$ cat src/rtl/regzip_pkg.sv
// Shared constants and the decoded-command record for the zip/unzip sequencer.
// Assumes the big-endian field layout: primary opcode in the top six bits.
package regzip_pkg;
    localparam logic [5:0] PRIMARY_OP = 6'd19;
    localparam logic [4:0] XO_ZIP     = 5'd10;
    localparam logic [4:0] XO_UNZIP   = 5'd11;
    localparam int         NUM_SLOTS  = 3;

    typedef struct packed {
        logic       legal;     // opcode and extended opcode recognised
        logic       unzip;     // 1 = split, 0 = merge
        logic [1:0] ways;      // interleave factor 1..3
        logic [4:0] lin_base;  // base of the interleaved vector
        logic [4:0] slot0;     // first per-element slot (B / S field)
        logic [4:0] slot1;     // middle slot (C for zip, T for unzip)
        logic [4:0] slot2;     // last slot (A field)
    } regzip_cmd_t;
endpackage

$ cat src/rtl/regzip_decode.sv
// Field decoder: splits the instruction into register fields, checks the
// opcodes and derives the interleave factor from the zero-ness of B and A.
// Purely combinational; assumes instr is stable while start is high.
module regzip_decode
    import regzip_pkg::*;
(
    input  logic [31:0]  instr,
    output regzip_cmd_t  cmd
);
    logic [5:0] f_op;
    logic [4:0] f_t, f_c, f_b, f_a, f_xo;
    logic       unused_rcbit;

    assign f_op         = instr[31:26];
    assign f_t          = instr[25:21];
    assign f_c          = instr[20:16];
    assign f_b          = instr[15:11];
    assign f_a          = instr[10:6];
    assign f_xo         = instr[5:1];
    assign unused_rcbit = instr[0];

    // Build the command record from the raw fields.
    always_comb begin
        cmd.legal = (f_op == PRIMARY_OP) && ((f_xo == XO_ZIP) || (f_xo == XO_UNZIP));
        cmd.unzip = (f_xo == XO_UNZIP);
        if (f_b == 5'd0)
            cmd.ways = 2'd1;
        else if (f_a == 5'd0)
            cmd.ways = 2'd2;
        else
            cmd.ways = 2'd3;
        cmd.lin_base = cmd.unzip ? f_c : f_t;
        cmd.slot0    = f_b;
        cmd.slot1    = cmd.unzip ? f_t : f_c;
        cmd.slot2    = f_a;
    end
endmodule

$ cat src/rtl/regzip_stepper.sv
// Transfer stepper: on an accepted start it loads the base pointers and then
// issues one transfer per cycle. The linear pointer walks the interleaved
// vector; one pointer per slot walks the separate vectors. All arithmetic is
// incremental (no multipliers) and wraps modulo 2**IDX_W.
module regzip_stepper
    import regzip_pkg::*;
#(
    parameter int IDX_W = 7,
    parameter int VL_W  = 7
) (
    input  logic              clk,
    input  logic              rst_n,
    input  logic              start,
    input  regzip_cmd_t       cmd,
    input  logic [VL_W-1:0]   vl,
    input  logic [1:0]        subvl_m1,
    output logic              wr_en,
    output logic [IDX_W-1:0]  src_idx,
    output logic [IDX_W-1:0]  dst_idx,
    output logic              done,
    output logic              illegal,
    output logic              run_unzip,
    output logic [2:0]        run_step
);
    logic                  run_q, done_q, illegal_q, unzip_q;
    logic [1:0]            way_q, ways_q, cur_slot;
    logic [VL_W-1:0]       elem_q, vlast_q;
    logic [IDX_W-1:0]      lin_q, slot_ptr;
    logic [2:0]            step_q;
    logic [NUM_SLOTS-1:0][IDX_W-1:0] ptr_all;
    logic [NUM_SLOTS-1:0][4:0]       slot_base;
    logic                  accept, go, last_way, last_elem, elem_adv;

    assign accept    = start && !run_q;
    assign go        = accept && cmd.legal && (vl != '0);
    assign last_way  = (way_q == ways_q - 2'd1);
    assign last_elem = (elem_q == vlast_q);
    assign elem_adv  = run_q && last_way;
    assign slot_base = {cmd.slot2, cmd.slot1, cmd.slot0};

    // Control: run flag, way/element counters, linear pointer, flags.
    always_ff @(posedge clk) begin
        if (!rst_n) begin
            run_q     <= 1'b0;
            done_q    <= 1'b0;
            illegal_q <= 1'b0;
            unzip_q   <= 1'b0;
            way_q     <= 2'd0;
            ways_q    <= 2'd1;
            elem_q    <= '0;
            vlast_q   <= '0;
            lin_q     <= '0;
            step_q    <= 3'd1;
        end else begin
            done_q <= 1'b0;
            if (accept) begin
                illegal_q <= !cmd.legal;
                if (go) begin
                    run_q   <= 1'b1;
                    way_q   <= 2'd0;
                    elem_q  <= '0;
                    ways_q  <= cmd.ways;
                    unzip_q <= cmd.unzip;
                    vlast_q <= vl - 1'b1;
                    lin_q   <= IDX_W'(cmd.lin_base);
                    step_q  <= {1'b0, subvl_m1} + 3'd1;
                end else begin
                    done_q <= 1'b1;
                end
            end else if (run_q) begin
                lin_q <= lin_q + IDX_W'(step_q);
                if (last_way) begin
                    way_q  <= 2'd0;
                    elem_q <= elem_q + 1'b1;
                    if (last_elem) begin
                        run_q  <= 1'b0;
                        done_q <= 1'b1;
                    end
                end else begin
                    way_q <= way_q + 2'd1;
                end
            end
        end
    end

    // One per-slot pointer register, stepped once per completed element.
    for (genvar k = 0; k < NUM_SLOTS; k++) begin : g_slot
        logic [IDX_W-1:0] ptr_r;
        always_ff @(posedge clk) begin
            if (!rst_n)
                ptr_r <= '0;
            else if (go)
                ptr_r <= IDX_W'(slot_base[k]);
            else if (elem_adv)
                ptr_r <= ptr_r + IDX_W'(step_q);
        end
        assign ptr_all[k] = ptr_r;
    end

    // Select the active slot: a one-way run always uses the middle slot.
    always_comb begin
        cur_slot = (ways_q == 2'd1) ? 2'd1 : way_q;
        case (cur_slot)
            2'd0:    slot_ptr = ptr_all[0];
            2'd1:    slot_ptr = ptr_all[1];
            default: slot_ptr = ptr_all[2];
        endcase
    end

    assign wr_en     = run_q;
    assign src_idx   = unzip_q ? lin_q : slot_ptr;
    assign dst_idx   = unzip_q ? slot_ptr : lin_q;
    assign done      = done_q;
    assign illegal   = illegal_q;
    assign run_unzip = unzip_q;
    assign run_step  = step_q;
endmodule

$ cat src/rtl/regzip_sequencer.sv
// Top level of the zip/unzip sequencer: decoder feeding the stepper.
// Assumes the register file consumes one transfer per strobe, no stall.
module regzip_sequencer
    import regzip_pkg::*;
#(
    parameter int IDX_W = 7,
    parameter int VL_W  = 7
) (
    input  logic              clk,
    input  logic              rst_n,
    input  logic              start,
    input  logic [31:0]       instr,
    input  logic [VL_W-1:0]   vl,
    input  logic [1:0]        subvl_m1,
    output logic              wr_en,
    output logic [IDX_W-1:0]  src_idx,
    output logic [IDX_W-1:0]  dst_idx,
    output logic              done,
    output logic              illegal
);
    regzip_cmd_t cmd;
    logic        run_unzip;
    logic [2:0]  run_step;

    regzip_decode u_dec (
        .instr (instr),
        .cmd   (cmd)
    );

    regzip_stepper #(.IDX_W(IDX_W), .VL_W(VL_W)) u_step (
        .clk       (clk),
        .rst_n     (rst_n),
        .start     (start),
        .cmd       (cmd),
        .vl        (vl),
        .subvl_m1  (subvl_m1),
        .wr_en     (wr_en),
        .src_idx   (src_idx),
        .dst_idx   (dst_idx),
        .done      (done),
        .illegal   (illegal),
        .run_unzip (run_unzip),
        .run_step  (run_step)
    );
endmodule

$ cat config.mk
export PLATFORM = sky130hd
export DESIGN_NAME = regzip_sequencer
export DESIGN_NICKNAME = d
export VERILOG_FILES = /design/src/rtl/regzip_pkg.sv /design/src/rtl/regzip_decode.sv /design/src/rtl/regzip_stepper.sv /design/src/rtl/regzip_sequencer.sv
export SDC_FILE = /design/constraint.sdc
export NUM_CORES = 1
export LEC_CHECK = 0
export BUFFER_PORTS_ARGS = -buffer_cell sky130_fd_sc_hd__buf_2
export CORE_MARGIN = 2
export CORE_UTILIZATION = 58
export CTS_BUF_LIST = sky130_fd_sc_hd__clkbuf_4 sky130_fd_sc_hd__clkbuf_8
export DETAILED_ROUTE_END_ITERATION = 10
export HOLD_SLACK_MARGIN = 0.06
export PLACE_DENSITY = 0.86
export SYNTH_ARGS = -nofsm -noshare
export SYNTH_HDL_FRONTEND = slang
export SYNTH_SLANG_ARGS = --single-unit
$ cat constraint.sdc
create_clock -name clk -period 2.3 [get_ports clk]
set_input_delay 0.46 -clock clk [delete_from_list [all_inputs] [get_ports clk]]
set_output_delay 0.46 -clock clk [all_outputs]
set_load 0.02 [all_outputs]
# Yosys cells after proc, flatten, opt, wreduce, memory -nomap -nowiden
# Cells that the tools add are included.
# W data, S select, Z words.
[word_totals]
register_bits = 53
latch_bits = 0
ram_bits = 0
romBits = 0
inputBits = 44
out_inout_bits = 17
wordCells = 88
mem_count = 0
[op_classes]
add_sub_neg = 9
n_mul = 0
n_div = 0
n_lt_le_gt_ge = 0
n_eq_ne = 8
shift = 0
mux = 35
bitwise = 1
n_reduce_logical = 19
[op_table]
columns = ["op", "n"]
rows = [
  ["$mux W7", 9],
  ["$mux W5", 8],
  ["$add A7 B3 Y7", 4],
  ["$pmux W7 S2", 1],
  ["$mux W2", 6],
  ["$mux W1", 11],
  ["$eq A5 B4 Y1 const B", 2],
  ["$logic_not A5 Y1", 2],
  ["$add A7 B1 Y7 const B", 1],
  ["$eq A7 B7 Y1", 1],
  ["$reduce_bool A7 Y1", 1],
  ["$sub A7 B1 Y7 const B", 1],
  ["$eq A6 B5 Y1 const B", 1],
  ["$reduce_bool A2 Y1", 3],
  ["$logic_and A1 B1 Y1", 5],
  ["$eq A2 B1 Y1 const B", 2],
  ["$reduce_and A2 Y1", 2],
  ["$add A2 B1 Y3 const B", 1],
  ["$reduce_and A3 Y1", 1],
  ["$add A2 B1 Y2 const B", 1],
  ["$eq A2 B2 Y1", 1],
  ["$logic_not A1 Y1", 2],
  ["$logic_not A2 Y1", 1],
  ["$ne A2 B2 Y1 const B", 1],
  ["other kinds (4)", 4],
]

# Longest topological paths before layout
[logic_depth]
word_depth = 7
mapped_depth = 9
ltp_nobuf = 8

# Hierarchy
# From an unflattened synthesis, not the netlist that was laid out.
[hier_totals]
cells_unflattened = 429
area_unflattened_um2 = 3548.4
[modules_own_cells]
columns = ["module", "n_inst", "cells_per_inst", "area_each_um2", "seq_area_each_um2"]
rows = [
  ["regzip_stepper", 1, 397, 3248.1, 1061.0],
  ["regzip_decode", 1, 32, 300.3, 0.0],
]

# Worst setup path after synthesis
# No wires, ideal clock.
[synth_timing]
path_type = "register to output"
from = "register u_step.ways_q[1]"
to = "output port src_idx[0]"
arrival_ps = 1715
required_time_ps = 1840
path_slack_ps = 125
path_stages_with_launch = 9
path_buffers = 1
path_cell_list = "dfxtp_1 -> inv_1 -> ha_1 -> clkbuf_1 -> nor2_1 -> a22oi_1 -> nor2_1 -> a221oi_1 -> o21ai_0"
[synth_via]
elab_chain_len = 5
elab_cells_between_ends = 6
classes_between = "2 x eq/ne; 3 x mux; 1 x reduce/logical"
[synth_rtl]
columns = ["element", "line_no", "source"]
rows = [
  ["start, declared", "regzip_stepper.sv:26", "logic [1:0] way_q, ways_q, cur_slot;"],
  ["start signal, assigned", "regzip_stepper.sv:62", "ways_q <= cmd.ways;"],
  ["$eq A2 B1 Y1 *", "regzip_stepper.sv:102", "cur_slot = (ways_q == 2'd1) ? 2'd1 : way_q;"],
  ["$mux W2 *", "regzip_stepper.sv:102", ""],
  ["$eq A2 B1 Y1 / $logic_not A2 Y1 (equally long branches)", "regzip_stepper.sv:103", "case (cur_slot)"],
  ["$pmux W7 S2 *", "regzip_stepper.sv:103", ""],
  ["$mux W7 *", "regzip_stepper.sv:111", "assign src_idx = unzip_q ? lin_q : slot_ptr;"],
  ["end, declared", "regzip_sequencer.sv:16", "output logic [IDX_W-1:0] src_idx,"],
]
# Every way passes the cells marked *; elsewhere a longest branch is shown, timed or not.

# Final worst setup path
[layout_timing]
from = "register u_step.ways_q[1]"
to = "output port dst_idx[0]"
[layout_via]
elab_chain_len = 5
elab_cells_between_ends = 6
classes_between = "2 x eq/ne; 3 x mux; 1 x reduce/logical"
[layout_rtl]
columns = ["element", "line_no", "source"]
rows = [
  ["$eq A2 B1 Y1 *", "regzip_stepper.sv:102", ""],
  ["$mux W2 *", "regzip_stepper.sv:102", ""],
  ["$eq A2 B1 Y1 / $logic_not A2 Y1 (equally long branches)", "regzip_stepper.sv:103", ""],
  ["$pmux W7 S2 *", "regzip_stepper.sv:103", ""],
  ["$mux W7 *", "regzip_stepper.sv:112", "assign dst_idx = unzip_q ? slot_ptr : lin_q;"],
  ["end, declared", "regzip_sequencer.sv:17", "output logic [IDX_W-1:0] dst_idx,"],
]
# Marks and branches as above.

==> impl_summary.md <==
Run status
The run finished with clean final reports.

Clock tree
In this run, post-CTS hold repair placed 0 buffers. For the worst-skew pair, the clock arrives at the later sink with an insertion delay of 300 ps. The number of buffers created by CTS is 5. For this design, the sink count on the clock tree is 53.

After clock tree synthesis, the clock-pin slew on the worst setup and hold paths is around 90 ps. The maximum root-to-sink buffer count is 2. The root buffer selected by CTS is clkbuf_8. In this run the post-CTS setup repair buffer count came out at 0.

The H-tree depth is 2. The CTS tree is built.

Detailed routing
In this run the remaining antenna-violating nets after routing total 0. After the first detailed-routing iteration, the DRC count stood at between 150 and 200. The routed wire length is 8.68 mm. The via total after detailed routing is about 3300. The number of vias per cell after detailed routing is about 6.1. The wire length per cell is about 16 microns. In the routed design, unresolved DRC markers number 0. The first TritonRoute pass finished after 4 iterations.

Floorplanning
Pin placement for this block handled just over 60 I/O pins. The initialized floorplan defines 27 standard-cell rows. Once the floorplan was initialized, standard cells occupied about three fifths of the core. The region available for standard cell placement spans 5570 sq um. The vertical extent of the die is about 81 microns. The floorplan step defined a die boundary enclosing approximately 6500 sq um. The horizontal die dimension is ~81 microns.

Global route
The overall track demand over capacity in global routing is ~29%. The first global-routing pass estimated 14.6 mm of wire. The number of global-route vias before repair was between 3000 and 4000. The remaining global-route overflow is 0. Entering global routing, the biggest net connects 39 pins. The initial antenna violation count is 0.

Place
The placed instance area is 3790 sq um. The count of buffers from port buffering is 59. Detailed placement ended at an HPWL of between 6 and 7 mm. The final estimated routing congestion in global placement is about 0.86.

Pwr
In this run the static leakage power is ~1.7 nW. The power dissipated by switching net loads is 0.350 mW. The switching portion of total power is approximately 22%. The clock network is responsible for ~34% of the overall power. The relative contribution of combinational cells to total power is 7.4%. The power per standard cell area is a little under 400 nW/um^2. The sequential share of power is 58.3%. The internal power contribution is approximately 1.2 mW. The maximum VDD drop is approximately 0.36 mV.

Synth
The net count after synthesis is ~470. The mapped cell area is between 3000 and 4000 sq um. The average instance in the mapped netlist occupies 8.35 sq um. The most used flip-flop cell after synthesis is dfxtp_1. Yosys mapped the design onto 50 distinct sky130hd cell types.

The fraction of the yosys area taken by sequential cells is between 30% and 40%. The number of warnings printed during yosys synthesis is 0. Synthesis produced 408 cells.

The number of enable flip-flop cells after synthesis is 0. After synthesis the netlist holds a flip-flop and latch count of 53. After synthesis, the share of flip-flops with an asynchronous set or reset is 0%.

Timing
Setup violations remaining at the end of the flow were counted as 0. After routing, the total negative slack on setup checks comes to 0 ps. At the pin with the least slew margin, the transition time is about 600 ps. Of the available clock period, the critical path in the final layout requires around 96%.

The worst slack on hold paths is 394 ps. The number of hold violations in the final report was 0. Measured against its own limit, the worst slew margin works out to 59.7%. Setup repair after global routing could not meet its margin everywhere.

The maximum clock skew at final layout is between 9 and 10 ps. The final max-slew violation count is 0. The post-route minimum period is between 2000 and 2500 ps. Static timing analysis puts the maximum clock frequency at 0.452 GHz.

Worst setup path
The signal on the critical path passes through inv_1, ha_4, buf_4, a221oi_2, mux2i_1, buf_2. The critical-path maximum fanout is 7. The setup path with the least slack is of type flip-flop to output pin. The data required time of the critical path is 1840 ps.

For this design, the slowest cell found on the critical path is a221oi_2. The setup slack of the most critical reg-to-reg path is around 300 ps. The worst setup path is captured at an output pin. The critical path data arrival time is about 1800 ps. On the worst path, the slowest cell contributes a delay of roughly 380 ps. The worst setup path is launched from a flip-flop. The buffering stage count on the worst path with inverters included is 3.

The gate family responsible for the most delay along the worst path is buffers and inverters.

Layout
The final net count is roughly 530. The proportion of layout cells with a drive suffix above 1 is around 23%. Leaving out fill and tap cells, the most frequent cell in the layout is buf_2. In the layout the commonest cells are 55 x buf_2, 51 x dfxtp_1, 46 x nand2_1.

After routing the design area is between 3000 and 4000 sq um. The antenna diode count is 0. Relative to the synthesized area, the layout overhead comes to 16.7%.

Worst hold path
The class of the worst hold path is input pin to flip-flop.

Job
The max capacitance violation total is 0.
## routing by layer
metal | vias to the layer above | part of all wire [%] | track usage, %
li1 | 1562 | - | -
met1 | 1562 | 40 | 32.2
met2 | 118 | 52 | 52.2
met3 | 26 | 5.4 | 4.38
met4 | 0 | 3.3 | 14.4
met5 | - | 0 | 0
## power by group through the flow
stage          logic, mW  clock network (mW)  registers [mW]
4_1_cts            0.116               0.554           0.920
3_5_place_dp       0.116                   0           0.942
5_1_grt            0.128               0.595           0.921
2_1_floorplan     0.0545                   0           0.945
3_3_place_gp       0.112                   0           0.942
6_report           0.117               0.541           0.920
## path summary, 6_finish.rpt
kind,depth (start not counted),start,to
worst max-delay path,6,u_step.ways_q[1],dst_idx[0]
worst max register to register,8,u_step.run_step[0],u_step.g_slot[0].ptr_r[6]
worst min-delay path,2,subvl_m1[0],u_step.run_step[0]
worst min register to register,1,u_step.illegal,u_step.illegal
## stage by stage
stage | worst slack, ps | util, % | total power [mW] | std cells
3_5_place_dp | 94.1 | 67.9 | 1.06 | 529
6_report | 87.0 | 71.4 | 1.58 | 537
4_1_cts | 0.399 | 70.4 | 1.59 | 537
2_1_floorplan | 125 | - | 0.999 | 408
3_3_place_gp | 270 | 67.9 | 1.05 | 529
5_1_grt | -12.7 | 71.4 | 1.64 | 537
## Yosys cell counts, types with 3 or more instances
library cell   n  area (sq um)
clkbuf_1      12          45.0
o21ai_0       17          85.1
o211a_1        9          90.1
dfxtp_1       53          1060
buf_6          3          33.8
xnor2_1       19           166
a21o_1         4          30.0
a22oi_1        9          67.6
a21oi_1       12          60.1
ha_1          17           213
buf_2          6          30.0
o21ai_1        6          30.0
nand4_1        5          31.3
fa_1           4          80.1
mux2_2         4          45.0
xor2_1         8          70.1
a31oi_1        4          25.0
and2_1         4          25.0
a2bb2oi_1      4          35.0
nor3_1        14          70.1
a21boi_1      13          97.6
nor2b_1       15          93.8
mux2i_1       12           120
and3_1         6          37.5
a221oi_1      12           105
nor2_1        29           109
nand3_1       10          50.1
nand2_1       46           173
inv_1         20          75.1
## kinds of logic after synthesis
logic type                 synth area share (%)
muxes                                      4.85
xor gates and xnor gates                   6.94
AOI/OAI and AO/OA                          22.8
and+or+nand+nor                            19.6
buffers and inverters                      6.06
DFF                                        31.1
adders and majority gates                  8.59
## repair_timing
item	in CTS	in global routing
setup endpoints to repair	14	14
hold endpoints to repair	0	0
gates resized for setup	9	14
## flip-flops by register name, indices dropped and copies added (netlist names)
name                 cells
u_step.g_slot.ptr_r     21
u_step.elem_q            7
u_step.lin_q             7
u_step.vlast_q           7
u_step.run_step          3
u_step.way_q             2
u_step.ways_q            2
u_step.done              1
u_step.illegal           1
u_step.run_unzip         1
u_step.wr_en             1
## layout make-up
cell class,count,area [sq um]
multi-input cells,310,2230
well taps,72,90.1
clock buffers,8,91.3
fillers,418,1600
flip-flops and latches,53,1060
repair buffers,74,430
inverters,20,75.1
Power figures use the tool's default switching activity.
